--- config.mk ---
export PLATFORM = sky130hd
export DESIGN_NAME = sio_readout
export DESIGN_NICKNAME = d
export VERILOG_FILES = /design/src/rtl/sio_pkg.sv /design/src/rtl/sio_edge_det.sv /design/src/rtl/sio_ctrl.sv /design/src/rtl/sio_data.sv /design/src/rtl/sio_readout.sv
export SDC_FILE = /design/constraint.sdc
export NUM_CORES = 1
export LEC_CHECK = 0
export ABC_AREA = 1
export BUFFER_PORTS_ARGS = -buffer_cell sky130_fd_sc_hd__buf_2
export CAP_MARGIN = 40
export CORE_MARGIN = 2
export CORE_UTILIZATION = 49
export DETAILED_ROUTE_END_ITERATION = 16
export PLACE_DENSITY = 0.73
export SETUP_SLACK_MARGIN = 0.2
export SLEW_MARGIN = 25
export SYNTH_ARGS = -nofsm -noshare
export SYNTH_HDL_FRONTEND = slang
export SYNTH_SLANG_ARGS = --single-unit
--- constraint.sdc ---
create_clock -name clk -period 3.5 [get_ports clk]
set_input_delay 0.35 -clock clk [delete_from_list [all_inputs] [get_ports clk]]
set_output_delay 0.35 -clock clk [all_outputs]
set_load 0.05 [all_outputs]
--- src/rtl/sio_pkg.sv ---
// Shared types for the converter serial readout port.
package sio_pkg;

    // Pin events seen in one clk cycle.
    typedef struct packed {
        logic sck_rise;
        logic sck_fall;
        logic cs_fall;
    } sio_evt_t;

endpackage

--- src/rtl/sio_edge_det.sv ---
// Edge detector for the serial pins.
// Assumes cs_n and sck are already synchronised to clk and hold each level
// for at least one clk cycle. Emits one-cycle event flags.
module sio_edge_det
    import sio_pkg::*;
(
    input  logic     clk,
    input  logic     rst_n,
    input  logic     cs_n,
    input  logic     sck,
    output sio_evt_t evt
);

    logic sck_q;
    logic cs_q;

    // Keep the previous pin levels for edge comparison.
    always_ff @(posedge clk) begin
        if (!rst_n) begin
            sck_q <= 1'b0;
            cs_q  <= 1'b1;
        end else begin
            sck_q <= sck;
            cs_q  <= cs_n;
        end
    end

    // Compare current and previous levels.
    always_comb begin
        evt.sck_rise = sck & ~sck_q;
        evt.sck_fall = ~sck & sck_q;
        evt.cs_fall  = cs_q & ~cs_n;
    end

endmodule

--- src/rtl/sio_ctrl.sv ---
// Sequencer for the serial port. It tracks conversion busy/sleep, the
// timing mode, and whether a transfer is open. It counts rising and falling
// clock edges inside a transfer.
// Assumes the core strobes conv_done only after a conv_start.
module sio_ctrl
    import sio_pkg::*;
#(
    parameter int FRAME_W = 32,
    parameter int CFG_W   = 8,
    localparam int IDX_W  = $clog2(FRAME_W),
    localparam int CNT_W  = $clog2(FRAME_W + 1)
) (
    input  logic             clk,
    input  logic             rst_n,
    input  logic             cs_n,
    input  logic             sck,
    input  sio_evt_t         evt,
    input  logic             conv_done,
    output logic             busy,
    output logic             active,
    output logic             int_mode,
    output logic             conv_start,
    output logic [IDX_W-1:0] fall_idx,
    output logic             res_load,
    output logic             cfg_shift,
    output logic             cfg_load
);

    logic             mode_now;
    logic             start;
    logic             rise_take;
    logic             fall_take;
    logic             last_fall;
    logic [CNT_W-1:0] rise_cnt;
    logic [CNT_W-1:0] rise_idx;

    // Decode which pin events act on the transfer in this cycle.
    always_comb begin
        mode_now  = evt.cs_fall ? sck : int_mode;
        start     = evt.sck_rise && !cs_n && !active && !busy && !mode_now;
        rise_take = evt.sck_rise && !cs_n && (active || start);
        fall_take = evt.sck_fall && !cs_n && active;
        last_fall = fall_take && (fall_idx == IDX_W'(FRAME_W - 1));
        rise_idx  = start ? '0 : rise_cnt;
        cfg_shift = rise_take && (rise_idx < CNT_W'(CFG_W));
        cfg_load  = last_fall;
        res_load  = conv_done && busy;
    end

    // Keep the mode, busy, and transfer state, and issue the start pulse.
    always_ff @(posedge clk) begin
        if (!rst_n) begin
            int_mode   <= sck;
            busy       <= 1'b0;
            active     <= 1'b0;
            conv_start <= 1'b0;
        end else begin
            conv_start <= last_fall;
            if (evt.cs_fall) int_mode <= sck;
            if (last_fall)      busy <= 1'b1;
            else if (conv_done) busy <= 1'b0;
            if (cs_n)           active <= 1'b0;
            else if (start)     active <= 1'b1;
            else if (last_fall) active <= 1'b0;
        end
    end

    // Count the edges inside a transfer. Raising the select clears the counts.
    always_ff @(posedge clk) begin
        if (!rst_n) begin
            fall_idx <= '0;
            rise_cnt <= '0;
        end else begin
            if (cs_n || start || last_fall) fall_idx <= '0;
            else if (fall_take)             fall_idx <= fall_idx + 1'b1;
            if (cs_n)
                rise_cnt <= '0;
            else if (rise_take && rise_idx != CNT_W'(FRAME_W))
                rise_cnt <= rise_idx + 1'b1;
        end
    end

endmodule

--- src/rtl/sio_data.sv ---
// Data path of the serial port. It holds the result statically, picks the
// frame bit for sdo without disturbing the held word, collects configuration
// bits, and publishes them when a conversion starts. Assumes CFG_W >= 2.
module sio_data #(
    parameter int FRAME_W = 32,
    parameter int CFG_W   = 8,
    localparam int IDX_W  = $clog2(FRAME_W),
    localparam int RES_W  = FRAME_W - 1
) (
    input  logic             clk,
    input  logic             rst_n,
    input  logic             sdi,
    input  logic [RES_W-1:0] res_in,
    input  logic             res_load,
    input  logic             cfg_shift,
    input  logic             cfg_load,
    input  logic             active,
    input  logic             busy,
    input  logic [IDX_W-1:0] fall_idx,
    output logic             sdo,
    output logic [CFG_W-1:0] cfg_next
);

    logic [RES_W-1:0]   res_q;
    logic [CFG_W-1:0]   cfg_sh;
    logic [FRAME_W-1:0] frame;
    logic [IDX_W-1:0]   bit_sel;

    // Store the finished result and collect the incoming configuration.
    always_ff @(posedge clk) begin
        if (!rst_n) begin
            res_q    <= '0;
            cfg_sh   <= '0;
            cfg_next <= '0;
        end else begin
            if (res_load)  res_q    <= res_in;
            if (cfg_shift) cfg_sh   <= {cfg_sh[CFG_W-2:0], sdi};
            if (cfg_load)  cfg_next <= cfg_sh;
        end
    end

    // Drive the status, or the frame bit chosen by the fall count.
    always_comb begin
        frame   = {1'b0, res_q};
        bit_sel = IDX_W'(FRAME_W - 1) - fall_idx;
        sdo     = active ? frame[bit_sel] : busy;
    end

endmodule

--- src/rtl/sio_readout.sv ---
// Top of the converter serial readout port (host-clocked single-cycle mode).
// Assumes the pins are synchronised to clk and much slower than clk.
// When sdo_en is low, the pad must release sdo.
module sio_readout #(
    parameter int FRAME_W = 32,
    parameter int CFG_W   = 8,
    localparam int RES_W  = FRAME_W - 1,
    localparam int IDX_W  = $clog2(FRAME_W)
) (
    input  logic             clk,
    input  logic             rst_n,
    input  logic             cs_n,
    input  logic             sck,
    input  logic             sdi,
    output logic             sdo,
    output logic             sdo_en,
    input  logic             conv_done,
    input  logic [RES_W-1:0] conv_result,
    output logic             conv_start,
    output logic [CFG_W-1:0] cfg_next,
    output logic             int_mode
);

    sio_pkg::sio_evt_t evt;
    logic             busy;
    logic             active;
    logic [IDX_W-1:0] fall_idx;
    logic             res_load;
    logic             cfg_shift;
    logic             cfg_load;

    sio_edge_det u_edge (
        .clk   (clk),
        .rst_n (rst_n),
        .cs_n  (cs_n),
        .sck   (sck),
        .evt   (evt)
    );

    sio_ctrl #(.FRAME_W(FRAME_W), .CFG_W(CFG_W)) u_ctrl (
        .clk        (clk),
        .rst_n      (rst_n),
        .cs_n       (cs_n),
        .sck        (sck),
        .evt        (evt),
        .conv_done  (conv_done),
        .busy       (busy),
        .active     (active),
        .int_mode   (int_mode),
        .conv_start (conv_start),
        .fall_idx   (fall_idx),
        .res_load   (res_load),
        .cfg_shift  (cfg_shift),
        .cfg_load   (cfg_load)
    );

    sio_data #(.FRAME_W(FRAME_W), .CFG_W(CFG_W)) u_data (
        .clk       (clk),
        .rst_n     (rst_n),
        .sdi       (sdi),
        .res_in    (conv_result),
        .res_load  (res_load),
        .cfg_shift (cfg_shift),
        .cfg_load  (cfg_load),
        .active    (active),
        .busy      (busy),
        .fall_idx  (fall_idx),
        .sdo       (sdo),
        .cfg_next  (cfg_next)
    );

    // The output driver is on only while the port is selected.
    always_comb sdo_en = ~cs_n;

endmodule

==> results.cfg, run 1 <==
[status]
status = finished, final reports clean

[detailed_routing]
wirelength_mm = 6.026
drc = 0
vias = 2482
first_pass_iters = 5
routedWlPerCell_um = 12.08
routed_via_density = 4.974
drtIter0Drc = 106
final_antenna_net_count = 0

[layout]
finalNonFillerCells = 499
area_growth_pct = 17.16
final_common_cell = dfxtp_1
diodes = 0
layout_common_cells = 64 x dfxtp_1, 63 x nor2_1, 51 x o21ai_0, 48 x buf_2, 43 x nand2_1
n_fill_cell = 534
final_util_pct = 59.71
nets = 461
drive_gt1_share_pct = 19.44
final_cell_area_um2 = 3288

[synth]
syn-num-nets = 421
syn_avg_cell_area_um2 = 7.347
ys_seq_area_share_pct = 45.65
synth-edff-count = 0
syn-cell-area_um2 = 2806
synth-main-ff-cell = dfxtp_1
synth_seq_cells = 64
ys_async_sr_fraction_pct = 0
ys.warnings.count = 0
synth.distinct_cells = 30
synth_cells = 382

[sta]
slew_headroom_pct = 60.16
hold_ws_ns = 0.2652
hold_viol = 0
max_freq_ghz = 0.3818
skew_ns = 0.005253
fin_ws_ns = 0.8811
worst_slew_pin_slew_ns = 0.5969
finalMaxSlewViolations = 0
timing.final.crit_period_ns = 2.619
fin_crit_sh_pct = 74.83
setup_violations = 0
setup_tns_ns = 0
rsz0062_at_grt = no

[setup_path]
r2r-start = u_ctrl.fall_idx[1]
required_ns = 3.15
cp_cell_sequence = inv_1, a21oi_1, o21ai_0, nand3_1, nand3_1, nand3b_1, nand2_1, a21boi_0, buf_2
crit_path_top_delay_cell = dfxtp_1
crit_path_end_kind = primary output
crit_path_start = u_ctrl.fall_idx[1]
crit_fanout = 18
critPathMaxStageDelay_ns = 0.70
path_class = reg -> out
critPathLaunchType = register
worstPathArrival_ns = 2.27
cpMostUsedCell = nand3_1

[cts]
cts_tree = built
cts_setup_buffers = 0
cts_root_buffer = clkbuf_8
cts.reportedPaths.clkPinSlew_ns = 0.06
cts_resized = 0
numCtsBuffers = 9
cts_hold_buf = 0
cts.sinks = 64
clock_latency_ns = 0.34
clockBufferDepth = 2
h-tree-depth = 3

[floorplanning]
start_util_pct = 50.97
fp.dieH_um = 79.68
dieArea_um2 = 6349
io_pins = 49
core_area_um2 = 5507
fp.dieW_um = 79.68
rows = 27

[global_route]
overflow = 0
antenna_found_initial = 0
grt_max_degree = 48
grtUsageTotal_pct = 20.66
grt_pass1_wl_mm = 10.14
grt_pass1_vias = 2385

[worst_hold_path]
worst_hold_path_type = in -> reg
hold_path.startpoint = sck

[power_and_ir_drop]
leakagePower_nw = 1.308
p_per_area_nw_per_um2 = 451.7
p_total_mw = 1.485
vdd_drop_max_uv = 337.3

[placement]
dpl_cell_area_um2 = 3059
io_buffers = 48
hpwl_mm = 4.162
dpl.cell_count = 482
place_congestion = 0.8046
pre_cts_ws_ns = 1.071

[job]
maxCapViolCount = 0
[path summary, 6_finish.rpt]
path / endpoint / cells after the start / slack [ns]
max: sdo / 9 / 0.88
min: u_edge.sck_q / 3 / 0.27
min reg2reg: u_data.res_q[16] / 2 / 0.46
max reg2reg: u_ctrl.fall_idx[0] / 7 / 1.19
[layout make-up]
class	instances	area, um^2	share of cell area [%]
tap	72	90.09	2.740
sequential	64	1281	38.97
clock buffer	14	182.7	5.556
inverter	36	140.1	4.262
multi-input combinational	260	1292	39.31
timing repair buffer	51	266.5	8.105
clock inverter	2	35.03	1.065
[worst max-delay path: cells and delay by family (launching register included)]
| family | cells | cell delay, ns |
|---|---|---|
| AOI/OAI and AO/OA | 3 | 0.46 |
| buffers and inverters | 2 | 0.42 |
| DFF | 1 | 0.70 |
| and+or+nand+nor | 4 | 0.36 |
[cell families (layout without fill, tap and decap cells)]
family | after synthesis | in the layout | share of synthesized area (%)
buffers and inverters | 58 | 103 | 8.292
AOI/OAI and AO/OA | 103 | 103 | 20.29
and+or+nand+nor | 151 | 151 | 23.63
xor gates and xnor gates | 4 | 4 | 1.248
adders and majority gates | 2 | 2 | 0.8915
DFF | 64 | 64 | 45.65
[power by group]
group          internal, mW  switching (mW)
Clock                 0.406           0.271
Combinational        0.0272          0.0442
Sequential            0.733         0.00313
[layer usage]
layer | part of all wire (%) | routed length (um) | track usage (%)
met1 | 45 | 2733 | 22.73
met2 | 49 | 2968 | 36.30
met3 | 4.4 | 267 | 8.145
met4 | 0.95 | 57 | 6.552
met5 | 0 | 0 | 0
[Yosys cell counts, drive strengths merged, types with 2 or more instances]
| cell | count | area, um^2 |
|---|---|---|
| nand3 | 31 | 160.1 |
| nand2 | 49 | 203.9 |
| o21ai | 54 | 289.0 |
| inv | 35 | 131.4 |
| nand4 | 2 | 12.51 |
| nor2 | 66 | 265.3 |
| o21bai | 2 | 15.01 |
| clkbuf | 18 | 67.56 |
| xor2 | 4 | 35.03 |
| dfxtp | 64 | 1281 |
| a21oi | 38 | 190.2 |
| buf | 4 | 25.02 |
| ha | 2 | 25.02 |
| o211ai | 7 | 52.55 |
[state kept, by name, summed over array words and instances, names as in the netlist]
register and cells:
u_ctrl.active 1, u_ctrl.busy 1, u_ctrl.conv_start 1, u_ctrl.fall_idx 5
u_ctrl.int_mode 1, u_ctrl.rise_cnt 6, u_data.cfg_next 8, u_data.cfg_sh 8
u_data.res_q 31, u_edge.cs_q 1, u_edge.sck_q 1
Note: power is estimated with default switching activity, not from simulation.
==> run 2: changes to the inputs <==
Settings changed: PLACE_DENSITY 0.73 to 0.76.
Clock period 3.5 ns to 2.4 ns, I/O delays scaled along.
==> run 2 against run 1 <==
  * Non-clock buffer count up 2
  * Critical path depth stayed put
  * Largest power group unchanged
  * Global-route usage up 0.27 points
  * Final area is 0.19% lower
  * Sequential share of layout area rose by 0.19 points
  * Sequential cell count unchanged
  * Total power increased by 36%
==> results.cfg, run 2 (same netlist as run 1, synthesis figures left out) <==
[job]
maxCapViolCount = 0

[layout]
drive_gt1_share_pct = 20.51
layout_common_cells = 63 x nor2_1, 63 x dfxtp_1, 51 x o21ai_0, 47 x buf_2, 43 x nand2_1
final_cell_area_um2 = 3282
largest_registers = u_data.res_q (31), u_data.cfg_next (8), u_data.cfg_sh (8)
largest_register_ffs = 31
diodes = 0
area_growth_pct = 16.94
nets = 463
top_register = u_data.res_q

[cts]
clockBufferDepth = 2
h-tree-depth = 3
cts.reportedPaths.clkPinSlew_ns = 0.07
cts_hold_buf = 0
cts.sinks = 64
numCtsBuffers = 9
cts_root_buffer = clkbuf_8
cts_tree = built
clock_latency_ns = 0.35
cts_setup_buffers = 0

[detailed_routing]
vias = 2528
routed_via_density = 5.046
routedWlPerCell_um = 12.10
wirelength_mm = 6.063
drtIter0Drc = 166
drc = 0
first_pass_iters = 4
final_antenna_net_count = 0

[sta]
timing.final.crit_period_ns = 1.983
fin_crit_sh_pct = 82.62
max_freq_ghz = 0.5043
finalMaxSlewViolations = 0
slew_headroom_pct = 60.78
setup_violations = 0
fin_ws_ns = 0.4172
hold_ws_ns = 0.1447
skew_ns = 0.008284
rsz0062_at_grt = no
setup_tns_ns = 0
worst_slew_pin_slew_ns = 0.5869
hold_viol = 0

[global_route]
overflow = 0
grt_pass1_vias = 2305
antenna_found_initial = 0
grt_max_degree = 41
grtUsageTotal_pct = 20.93
grt_pass1_wl_mm = 10.27

[placement]
place_congestion = 0.9071
pre_cts_ws_ns = 0.4533
dpl_cell_area_um2 = 3082
io_buffers = 48
hpwl_mm = 4.252

[setup_path]
required_ns = 2.16
critPathMaxStageDelay_ns = 0.33
crit_fanout = 33
ff2ff_path_depth = 8
worstPathArrival_ns = 1.74
critPathLaunchType = register
critical_path_depth = 9
path_buf_inv = 2
crit_family = compound AO/OA/AOI/OAI gates
crit_path_end_kind = primary output
cp_cell_sequence = buf_6, a21oi_1, o21ai_0, nand3_1, nand3_1, nand3b_1, nand2_1, a21boi_2, buf_6
crit_path_top_delay_cell = dfxtp_1
path_class = reg -> out

[floorplanning]
core_area_um2 = 5507
dieArea_um2 = 6349
fp.dieW_um = 79.68
fp.dieH_um = 79.68
rows = 27
io_pins = 49
start_util_pct = 50.97

[power_and_ir_drop]
p_per_area_nw_per_um2 = 614.7
vdd_drop_max_uv = 335.1
leakagePower_nw = 1.293
p_total_mw = 2.017

[status]
status = finished, final reports clean

[worst_hold_path]
hold-path-cell-count = 3
worst_hold_path_type = in -> reg
==> run 2: cell count changes in the layout (fill, tap and decap cells not counted), sizes merged <==
cell / before / now
clkinv: 2 / 4
buf: 51 / 53
clkbuf: 14 / 10
clkinvlp: 0 / 3
bufinv: 1 / 0
==> run 2: repair_timing <==
action | CTS | global route
pin swaps | 0 | 0
gates resized for setup | 1 | 6
cloned | 0 | 0
setup endpoints to repair | 1 | 1
==> run 2: worst min-delay path, stage by stage <==
cell and delay [ns]:
buf_2 0.07, o21ai_0 0.07, nor2_1 0.08
==> run 2: layout make-up <==
type,count,area [um^2]
Tap cell,72,90.09
Multi-Input combinational cell,260,1296
Sequential cell,64,1285
Fill cell,514,2225
Clock buffer,10,137.6
Clock inverter,6,45.04
Timing Repair Buffer,53,287.8
Inverter,36,140.1
==> run 2: power breakdown <==
| part | internal [mW] | leakage [nW] | switching [mW] |
|---|---|---|---|
| combinational | 0.0413 | 0.691 | 0.0659 |
| sequential | 1.07 | 0.517 | 0.00479 |
| clock | 0.403 | 0.0845 | 0.435 |
==> run 2: stage by stage <==
step,utilization (%),cells
finish,59.60,501
global route,59.60,501
CTS,59.30,501
detailed placement,55.96,485
global placement,55.96,485
floorplan,-,382
==> run 2: path summary, 6_finish.rpt <==
check	startpoint	end	slack, ns
setup reg to reg	u_ctrl.fall_idx[0]	u_ctrl.fall_idx[4]	0.54
hold reg to reg	u_data.res_q[20]	u_data.res_q[20]	0.45
hold / removal	conv_result[3]	u_data.res_q[3]	0.14
setup / recovery	u_ctrl.fall_idx[0]	sdo	0.42
==> run 2: routing by layer <==
layer  vias to the layer above  wire (um)  global-route usage [%]
met5                         -          0                       0
met1                      1126       2876                   28.33
met3                         9        319                   6.674
li1                       1331          -                       -
met2                        62       2753                   30.92
met4                         0        114                   8.276
==> run 3: changes to the inputs <==
Clock period 2.4 ns to 1.65 ns, I/O delays scaled along.
==> run 3 against run 2 <==
  * The run now ends with negative setup slack left
  * Global-route usage rose by 0.65 points
  * Non-clock buffer count rose by 26
  * Hold slack got worse by 0.073 ns
  * Sequential share of layout area fell by 3.9 points
  * Sequential cell count did not move
  * Critical path depth did not move
  * Clock skew fell by 0.0056 ns
  * Sequential power rose by 46%
  * Critical path type unchanged
  * Highest routed layer unchanged
==> results.cfg, run 3 (same netlist as run 1, synthesis figures left out) <==
[layout]
top_register = u_data.res_q
multiInputGateArea_um2 = 1463
largest_register_ffs = 31
area_growth_pct = 30.85
nets = 490
largest_registers = u_data.res_q (31), u_data.cfg_next (8), u_data.cfg_sh (8)
diodes = 0
drive_gt1_share_pct = 31.94
layout_common_cells = 59 x nor2_1, 59 x dfxtp_1, 47 x buf_2, 38 x nand2_1, 33 x o21ai_0
n_fill_cell = 443
register_area_um2 = 1295

[setup_path]
worstPathArrival_ns = 1.67
r2r_end = u_ctrl.rise_cnt[5]
crit_fanout = 17
ff2ff_path_depth = 9
required_ns = 1.48
critPathLaunchType = register
crit_path_end_kind = primary output
reg2reg_slack_ns = 0
setup.worst_path.end = sdo
crit_path_start = u_ctrl.fall_idx[0]
r2r-start = u_ctrl.active
path_class = reg -> out

[global_route]
grt_max_degree = 41
grt_pass1_wl_mm = 10.62
grt_pass1_vias = 2417
grtUsageTotal_pct = 21.58
antenna_found_initial = 0
overflow = 0

[sta]
rsz0062_at_grt = yes
fin_crit_sh_pct = 111.3
slew_headroom_pct = 62.85
skew_ns = 0.002662
finalMaxSlewViolations = 0
hold_ws_ns = 0.07210
timing.final.crit_period_ns = 1.836
fin_ws_ns = -0.1858
hold_viol = 0
setup_tns_ns = -0.1883
max_freq_ghz = 0.5447
worst_slew_pin_slew_ns = 0.5552
setup_violations = 2

[power_and_ir_drop]
pwr-share-comb_pct = 6.7
p_per_area_nw_per_um2 = 780.6
p_total_mw = 2.867
leakagePower_nw = 1.477
swShare_pct = 23.11
p_seq_share_pct = 54.4
vdd_drop_max_uv = 514.9
p_int_mw = 2.204
power_switching_mw = 0.6625
p_clk_share_pct = 38.8

[floorplanning]
io_pins = 49
fp.dieH_um = 79.68
dieArea_um2 = 6349
start_util_pct = 50.97
fp.dieW_um = 79.68
core_area_um2 = 5507
rows = 27

[cts]
clock_latency_ns = 0.34
cts_hold_buf = 0
h-tree-depth = 3
cts_root_buffer = clkbuf_8
numCtsBuffers = 9
cts.reportedPaths.clkPinSlew_ns = 0.06
cts.sinks = 64
clockBufferDepth = 2
cts_tree = built

[detailed_routing]
vias = 2686
wirelength_mm = 6.503
drtIter0Drc = 131
routedWlPerCell_um = 12.36
first_pass_iters = 4
drc = 0
routed_via_density = 5.106
final_antenna_net_count = 0

[status]
status = complete, but fails checks
violations = negative setup slack

[placement]
place_congestion = 0.8990
io_buffers = 48
hpwl_mm = 4.416

[job]
maxCapViolCount = 0

[worst_hold_path]
worst_hold_path_type = in -> reg
-- run 3: cell count changes in the layout (fill, tap and decap cells not counted), moves of 6 or more --
cell,delta
buf_4,+18
a21oi_2,+9
a21oi_1,-9
buf_6,+6
o21ai_0,-18
o21ai_1,+11
-- run 3: final cells by class --
| class | count | share of cell area, % |
|---|---|---|
| Multi-Input combinational cell | 261 | 39.83 |
| Clock buffer | 13 | 4.055 |
| Clock inverter | 1 | 0.1363 |
| Tap cell | 72 | 2.453 |
| Sequential cell | 64 | 35.26 |
| Timing Repair Buffer | 79 | 14.31 |
| Inverter | 36 | 3.952 |
-- run 3: per-stage QoR --
| stage | cell area (um^2) | instances | worst slack (ns) | util, % |
|---|---|---|---|---|
| after floorplan | 2893 | 382 | 0.1226 | - |
| after global placement | 3243 | 500 | 0.001316 | 58.90 |
| after detailed placement | 3243 | 500 | -0.04162 | 58.90 |
| after CTS | 3575 | 521 | -0.2121 | 64.92 |
| after global routing | 3672 | 526 | -0.3231 | 66.69 |
| final | 3672 | 526 | -0.1858 | 66.69 |
-- run 3: power groups by stage --
stage / Combinational (mW) / Clock [mW] / Sequential (mW)
2_1_floorplan: 0.0859 / 0 / 1.61
3_3_place_gp: 0.163 / 0 / 1.60
3_5_place_dp: 0.165 / 0 / 1.60
4_1_cts: 0.184 / 1.14 / 1.56
5_1_grt: 0.214 / 1.19 / 1.56
6_report: 0.193 / 1.11 / 1.56
-- run 3: layer usage --
layer / wire length, um / share of wire [%] / up-vias / track usage, %
li1: - / - / 1395 / -
met1: 2938 / 45 / 1243 / 26.08
met2: 3228 / 50 / 38 / 36.55
met3: 225 / 3.5 / 10 / 5.656
met4: 111 / 1.7 / 0 / 8.276
met5: 0 / 0 / - / 0
-- run 3: critical path, cell delays in order (launching register included) --
cell and delay [ns]:
dfxtp_4 0.36, buf_12 0.15, a21oi_2 0.11, o21ai_1 0.08, nand3_1 0.07, nand3_1 0.08
nand3b_1 0.11, nand2_2 0.07, a21boi_4 0.13, buf_6 0.17
-- run 3: timing repair --
action / in CTS / in global routing
resized for setup: 42 / 16
endpoints found under the setup margin: 29 / 31
pin swaps: 23 / 18
cloned: 1 / 0
endpoints found under the hold margin: 0 / 0
buffers inserted: 6 / 5
-- run 3: how the worst min path moves through the flow --
stage	from	endpoint	slack [ns]	cells after the start
2_1_floorplan	sck	u_edge.sck_q	0.26	2
3_3_place_gp	sdi	u_data.cfg_sh[0]	0.41	3
3_5_place_dp	sdi	u_data.cfg_sh[0]	0.41	3
4_1_cts	sdi	u_data.cfg_sh[0]	0.07	3
5_1_grt	sck	u_edge.sck_q	0.09	3
6_report	sdi	u_data.cfg_sh[0]	0.07	3
